**src/rtl/wdt_pkg.sv**
```systemverilog
package wdt_pkg;
  localparam int DATA_W = 16;
  localparam int ADDR_W = 3;

  localparam logic [ADDR_W-1:0] A_RELOAD = 3'd0;
  localparam logic [ADDR_W-1:0] A_START  = 3'd1;
  localparam logic [ADDR_W-1:0] A_CTRL   = 3'd2;
  localparam logic [ADDR_W-1:0] A_IRQEN  = 3'd3;
  localparam logic [ADDR_W-1:0] A_STAT1  = 3'd4;
  localparam logic [ADDR_W-1:0] A_STAT2  = 3'd5;

  localparam int B_HALT   = 11;
  localparam int B_NOREB  = 0;
  localparam int B_IRQEN  = 13;
  localparam int B_FIRST  = 3;
  localparam int B_SECOND = 1;
  localparam int B_BOOT   = 2;

  // Combine old register contents with new data, byte lane by byte lane.
  function automatic logic [DATA_W-1:0] lane_merge(input logic [DATA_W-1:0] old_v,
                                                   input logic [DATA_W-1:0] new_v,
                                                   input logic [1:0]        be);
    logic [DATA_W-1:0] r;
    r[7:0]  = be[0] ? new_v[7:0]  : old_v[7:0];
    r[15:8] = be[1] ? new_v[15:8] : old_v[15:8];
    return r;
  endfunction

  function automatic logic start_legal(input logic [DATA_W-1:0] v, input int unsigned min_v);
    return 32'(v) >= min_v;
  endfunction
endpackage

```
**src/rtl/wdt_regs.sv**
```systemverilog
module wdt_regs
  import wdt_pkg::*;
#(
  parameter int CNT_W     = 10,
  parameter int START_RST = 16,
  parameter int MIN_START = 4
) (
  input  logic              clk,
  input  logic              rst_n,
  input  logic              bus_wr,
  input  logic [ADDR_W-1:0] bus_addr,
  input  logic [1:0]        bus_be,
  input  logic [DATA_W-1:0] bus_wdata,
  output logic [DATA_W-1:0] bus_rdata,
  input  logic [CNT_W-1:0]  cnt,
  input  logic              sts_first,
  input  logic              sts_second,
  input  logic              sts_boot,
  output logic [CNT_W-1:0]  start_val,
  output logic              halt,
  output logic              no_reboot,
  output logic              irq_en,
  output logic              reload_wr,
  output logic              clr_first,
  output logic              clr_second,
  output logic              clr_boot
);
  localparam int PAD_W = DATA_W - CNT_W;

  logic              wr_any;
  logic [DATA_W-1:0] start_wide;
  logic [DATA_W-1:0] start_merged;
  logic [DATA_W-1:0] start_trim;

  assign wr_any       = bus_wr && (bus_be != 2'b00);
  assign start_wide   = {{PAD_W{1'b0}}, start_val};
  assign start_merged = lane_merge(start_wide, bus_wdata, bus_be);
  assign start_trim   = {{PAD_W{1'b0}}, start_merged[CNT_W-1:0]};

  assign reload_wr  = wr_any && (bus_addr == A_RELOAD);
  assign clr_first  = bus_wr && bus_be[0] && (bus_addr == A_STAT1) && bus_wdata[B_FIRST];
  assign clr_second = bus_wr && bus_be[0] && (bus_addr == A_STAT2) && bus_wdata[B_SECOND];
  assign clr_boot   = bus_wr && bus_be[0] && (bus_addr == A_STAT2) && bus_wdata[B_BOOT];

  always_ff @(posedge clk or negedge rst_n) begin
    if (!rst_n) begin
      start_val <= CNT_W'(START_RST);
      halt      <= 1'b1;
      no_reboot <= 1'b1;
      irq_en    <= 1'b0;
    end else if (wr_any) begin
      case (bus_addr)
        A_START: begin
          if (start_legal(start_trim, MIN_START)) start_val <= start_merged[CNT_W-1:0];
        end
        A_CTRL: begin
          if (bus_be[1]) halt      <= bus_wdata[B_HALT];
          if (bus_be[0]) no_reboot <= bus_wdata[B_NOREB];
        end
        A_IRQEN: begin
          if (bus_be[1]) irq_en <= bus_wdata[B_IRQEN];
        end
        default: ;
      endcase
    end
  end

  always_comb begin
    bus_rdata = '0;
    case (bus_addr)
      A_RELOAD: bus_rdata = {{PAD_W{1'b0}}, cnt};
      A_START:  bus_rdata = start_wide;
      A_CTRL: begin
        bus_rdata[B_HALT]  = halt;
        bus_rdata[B_NOREB] = no_reboot;
      end
      A_IRQEN:  bus_rdata[B_IRQEN] = irq_en;
      A_STAT1:  bus_rdata[B_FIRST] = sts_first;
      A_STAT2: begin
        bus_rdata[B_SECOND] = sts_second;
        bus_rdata[B_BOOT]   = sts_boot;
      end
      default: bus_rdata = '0;
    endcase
  end
endmodule

```
**src/rtl/wdt_counter.sv**
```systemverilog
module wdt_counter #(
  parameter int CNT_W = 10
) (
  input  logic             clk,
  input  logic             rst_n,
  input  logic             tick,
  input  logic             halt,
  input  logic             reload,
  input  logic [CNT_W-1:0] start_val,
  output logic [CNT_W-1:0] cnt,
  output logic             expire
);
  logic run_tick;
  logic at_zero;

  // A reload write takes priority over a tick in the same cycle.
  assign run_tick = tick && !halt && !reload;
  assign at_zero  = (cnt == '0);
  assign expire   = run_tick && at_zero;

  always_ff @(posedge clk or negedge rst_n) begin
    if (!rst_n)         cnt <= '0;
    else if (reload)    cnt <= start_val;
    else if (run_tick)  cnt <= at_zero ? start_val : cnt - 1'b1;
  end
endmodule

```
**src/rtl/wdt_stage.sv**
```systemverilog
module wdt_stage (
  input  logic clk,
  input  logic rst_n,
  input  logic expire,
  input  logic no_reboot,
  input  logic clr_first,
  input  logic clr_second,
  input  logic clr_boot,
  output logic first_evt,
  output logic second_evt,
  output logic sts_first,
  output logic sts_second,
  output logic sts_boot,
  output logic rst_req
);
  logic fire;

  assign first_evt  = expire && !sts_first;
  assign second_evt = expire && sts_first;
  assign fire       = second_evt && !no_reboot;

  // A new event takes priority over a clear that arrives in the same cycle.
  always_ff @(posedge clk or negedge rst_n) begin
    if (!rst_n) begin
      sts_first  <= 1'b0;
      sts_second <= 1'b0;
      sts_boot   <= 1'b0;
      rst_req    <= 1'b0;
    end else begin
      sts_first  <= first_evt  || (sts_first  && !clr_first);
      sts_second <= second_evt || (sts_second && !clr_second);
      sts_boot   <= fire       || (sts_boot   && !clr_boot);
      rst_req    <= fire;
    end
  end
endmodule

```
**src/rtl/wdt_two_stage.sv**
```systemverilog
module wdt_two_stage
  import wdt_pkg::*;
#(
  parameter int CNT_W     = 10,
  parameter int START_RST = 16,
  parameter int MIN_START = 4
) (
  input  logic              clk,
  input  logic              rst_n,
  input  logic              bus_wr,
  input  logic [ADDR_W-1:0] bus_addr,
  input  logic [1:0]        bus_be,
  input  logic [DATA_W-1:0] bus_wdata,
  output logic [DATA_W-1:0] bus_rdata,
  input  logic              tick,
  output logic              irq,
  output logic              rst_req
);
  logic [CNT_W-1:0] cnt;
  logic [CNT_W-1:0] start_val;
  logic halt, no_reboot, irq_en, reload_wr;
  logic clr_first, clr_second, clr_boot;
  logic expire, first_evt, second_evt;
  logic sts_first, sts_second, sts_boot;

  wdt_regs #(.CNT_W(CNT_W), .START_RST(START_RST), .MIN_START(MIN_START)) u_regs (
    .clk(clk), .rst_n(rst_n), .bus_wr(bus_wr), .bus_addr(bus_addr), .bus_be(bus_be),
    .bus_wdata(bus_wdata), .bus_rdata(bus_rdata), .cnt(cnt),
    .sts_first(sts_first), .sts_second(sts_second), .sts_boot(sts_boot),
    .start_val(start_val), .halt(halt), .no_reboot(no_reboot), .irq_en(irq_en),
    .reload_wr(reload_wr), .clr_first(clr_first), .clr_second(clr_second), .clr_boot(clr_boot)
  );

  wdt_counter #(.CNT_W(CNT_W)) u_counter (
    .clk(clk), .rst_n(rst_n), .tick(tick), .halt(halt), .reload(reload_wr),
    .start_val(start_val), .cnt(cnt), .expire(expire)
  );

  wdt_stage u_stage (
    .clk(clk), .rst_n(rst_n), .expire(expire), .no_reboot(no_reboot),
    .clr_first(clr_first), .clr_second(clr_second), .clr_boot(clr_boot),
    .first_evt(first_evt), .second_evt(second_evt),
    .sts_first(sts_first), .sts_second(sts_second), .sts_boot(sts_boot), .rst_req(rst_req)
  );

  assign irq = sts_first && irq_en;
endmodule

```
**config.mk**
```make
export PLATFORM = sky130hd
export DESIGN_NAME = wdt_two_stage
export DESIGN_NICKNAME = d
export VERILOG_FILES = /design/src/rtl/wdt_pkg.sv /design/src/rtl/wdt_regs.sv /design/src/rtl/wdt_counter.sv /design/src/rtl/wdt_stage.sv /design/src/rtl/wdt_two_stage.sv
export SDC_FILE = /design/constraint.sdc
export NUM_CORES = 1
export LEC_CHECK = 0
export BUFFER_PORTS_ARGS = -buffer_cell sky130_fd_sc_hd__buf_2
export CORE_ASPECT_RATIO = 0.5
export CORE_MARGIN = 2
export CORE_UTILIZATION = 48
export DETAILED_ROUTE_END_ITERATION = 10
export GPL_TIMING_DRIVEN = 0
export PLACE_DENSITY_LB_ADDON = 0.2
export SLEW_MARGIN = 20
export SYNTH_ARGS = -nofsm -noshare
export SYNTH_HDL_FRONTEND = slang
export SYNTH_SLANG_ARGS = --single-unit
export TNS_END_PERCENT = 10
```
**constraint.sdc**
```tcl
create_clock -name clk -period 1.8 [get_ports clk]
set_input_delay 0.27 -clock clk [delete_from_list [all_inputs] [get_ports clk]]
set_output_delay 0.27 -clock clk [all_outputs]
set_load 0.005 [all_outputs]
```
==> out/qor.csv <==
metric;value;unit
status;complete, but fails checks;
violations;hold timing, setup timing;
period_needed;1.803;ns
p_seq_frac;0.465;
clkPwrFrac;0.154;
grt_pass1_wl;6.948;mm
place_congestion;0.9040;
hp-class;in2async;
die_h;46.86;um
synth-seq-cells;27;
rows;15;
nNetsFinal;257;
powerDensity;1095;nW/um^2
first_pass_iters;4;
power_leakage;0.0009877;uW
die_w;89.71;um
layout_commonest_cell;buf_2;
dpl_worst_slack;-0.1717;ns
clock-skew-final;0.004916;ns
top_regs;u_counter.cnt (10), u_regs.start_val (10);
antennaDiodeCount;0;
ys_types;51;
critPathTopFamily;simple AND/OR/NAND/NOR gates;
die_area;4203;um^2
power_frac_comb;0.381;
internal-power;1406;uW
io_pins;43;
path_cells;inv_2 > ha_4 > or3b_4 > nand3b_4 > nand2_4 > mux2i_1 > o22ai_1;
clkLatencyLatePin;0.28;ns
maxCapViolations;0;
rsz0062_at_grt;true;
antenna_found_initial;0;
whs;-0.002152;ns
area_growth;18.95;%
switching_power;889.8;uW
vdd_ir_drop_max;0.0006300;V
ant_nets;0;
wl_per_cell;15.16;um
end_kind;register;
multiInputGateArea;1032;um^2
synth_area_per_cell;9.377;um^2
path_clk_slew;0.09;ns
crit_arrival;1.96;ns
ys_seq_area_frac;0.3854;
slew_violations;0;
final-seq-area;680.7;um^2
start_kind;register;
coreArea;3472;um^2
fmax;554.6;MHz
cts_root_buf;clkbuf_8;
tritoncts;yes;
setup_viol;2;
slowest_delay;0.41;ns
grtUsageTotal;0.2134;
cp.required;1.96;ns
max_slew_margin;0.5869;
crit_slowest_cell;or3b_4;
htreeDepth;1;
grt_overflow_total;0;
initial_utilization;0.5077;
wirelength;4.261;mm
postLayoutCoreUtil;0.6040;
viasPerCell;5.484;
synthCells;188;
cp_num_buf_inv;1;
portBuffers;31;
grt_max_degree;28;
first_global_vias;1424;
yosysWarnings;0;
fillers;309;
numPlacedInstances;273;
clkSinkCount;27;
drc;0;
switching_share;0.3875;
worst_slack;-0.003220;ns
critPathKind;reg2reg;
vias;1541;
drive_gt1_frac;0.3348;
clk_path_buf_depth;2;
syn_area;1763;um^2
cts_inserted_buffers;3;
layout_common_cells;34 x buf_2, 28 x nor2_1, 23 x dfrtp_1;
worst_pin_slew;0.6197;ns
hold_violations;4;
worstPathMaxFanout;8;
drt_iter0_markers;128;
dp.final_hpwl;3.227;mm
instances_no_fill;281;
tns;-0.004943;ns
finalCritPeriodShare;1.002;
worst reg2reg max path: cells and delay by family (launching register included):
family,cells,cell delay (ns)
compound gates,1,0.09
fa+ha+maj,1,0.13
buf+inv,1,0.08
flops,1,0.40
mux,1,0.19
simple gates,3,0.80
per-stage QoR:
stage	cell area, um^2	total power, uW
floorplan	1774	1591
global placement	1993	1800
detailed placement	1993	1831
CTS	2082	2272
global route	2097	2474
finish	2097	2296
cells in the mapped netlist (all sizes together):
master,n,area [um^2]
nand2b,2,12.51
or2,1,6.260
mux2,11,123.9
nor4,4,61.31
or3,2,12.51
nor3b,2,15.01
o21ai,9,45.04
a211o,1,8.760
dfrtp,24,600.6
or4,1,11.26
nand4,3,18.77
a31oi,4,25.02
or3b,1,11.26
nor2,29,116.4
and3,2,12.51
nand2,13,51.30
buf,8,51.30
inv,6,22.52
xnor2,1,8.760
nand3,12,60.06
dfstp,3,78.83
o211a,1,10.01
o2111ai,1,26.28
conb,1,3.750
o311ai,2,17.52
and2,2,13.77
a21oi,8,40.04
a41o,1,10.01
a2bb2oi,1,8.760
nand3b,1,20.02
and2b,1,7.510
o21a,1,7.510
o211ai,3,27.52
nand4b,2,17.52
clkbuf,4,15.01
o22ai,2,12.51
ha,1,12.51
nor2b,2,20.02
or4b,1,10.01
xor2,1,8.760
mux2i,11,110.1
nor3,2,10.01
per-layer routing:
layer  share of wire  up-vias  track usage  wire length [um]
met1            0.47      738       0.3078              2017
met2            0.45       49       0.3515              1911
met5               0        -            0                 0
met4          0.0033        0      0.02769                14
li1                -      752            -                 -
met3           0.074        2      0.04494               317
cell type report:
class,instances,area share
well taps,51,0.03043
clock buffers,4,0.02148
multi-input cells,146,0.4922
plain buffers,12,0.03222
flip-flops and latches,27,0.3246
repair buffers,35,0.08831
inverters,6,0.01074
logic make-up (layout without fill, tap and decap cells):
group,count (synthesis),after routing,synth area share
xor gates and xnor gates,2,2,0.009938
other,1,4,0.002127
buffers and inverters,18,57,0.05039
AOI/OAI and AO/OA,34,34,0.1356
DFF,27,27,0.3854
muxes,22,22,0.1327
and+or+nand+nor,83,83,0.2768
adders and majority gates,1,1,0.007096
power by group through the flow:
stage                     Sequential (uW)  Clock (uW)  Combinational [uW]
final                                1070         353                 876
after detailed placement             1090           0                 743
after floorplan                      1010           0                 580
after CTS                            1060         359                 849
after global routing                 1100         386                 984
after global placement               1080           0                 723
worst paths after layout:
kind	from	to	slack [ns]	cells past startpoint
setup / recovery	u_counter.cnt[1]	u_counter.cnt[4]	-0.003	7
min in group clk	bus_wdata[13]	u_regs.irq_en	0.23	2
max in group asynchronous	rst_n	u_counter.cnt[0]	1.37	1
hold reg to reg	u_stage.sts_second	u_stage.sts_second	0.51	2
setup reg to reg	u_counter.cnt[1]	u_counter.cnt[4]	-0.003	7
hold / removal	rst_n	u_counter.cnt[3]	-0.002	1
what timing repair did:
item	4_1_cts	5_1_grt
hold endpoints to repair	0	0
resized for setup	9	0
pin swaps	3	1
buffers inserted	2	2
hold buffers	0	0
setup endpoints to repair	14	12
Note: power is estimated with default switching activity, not from simulation.
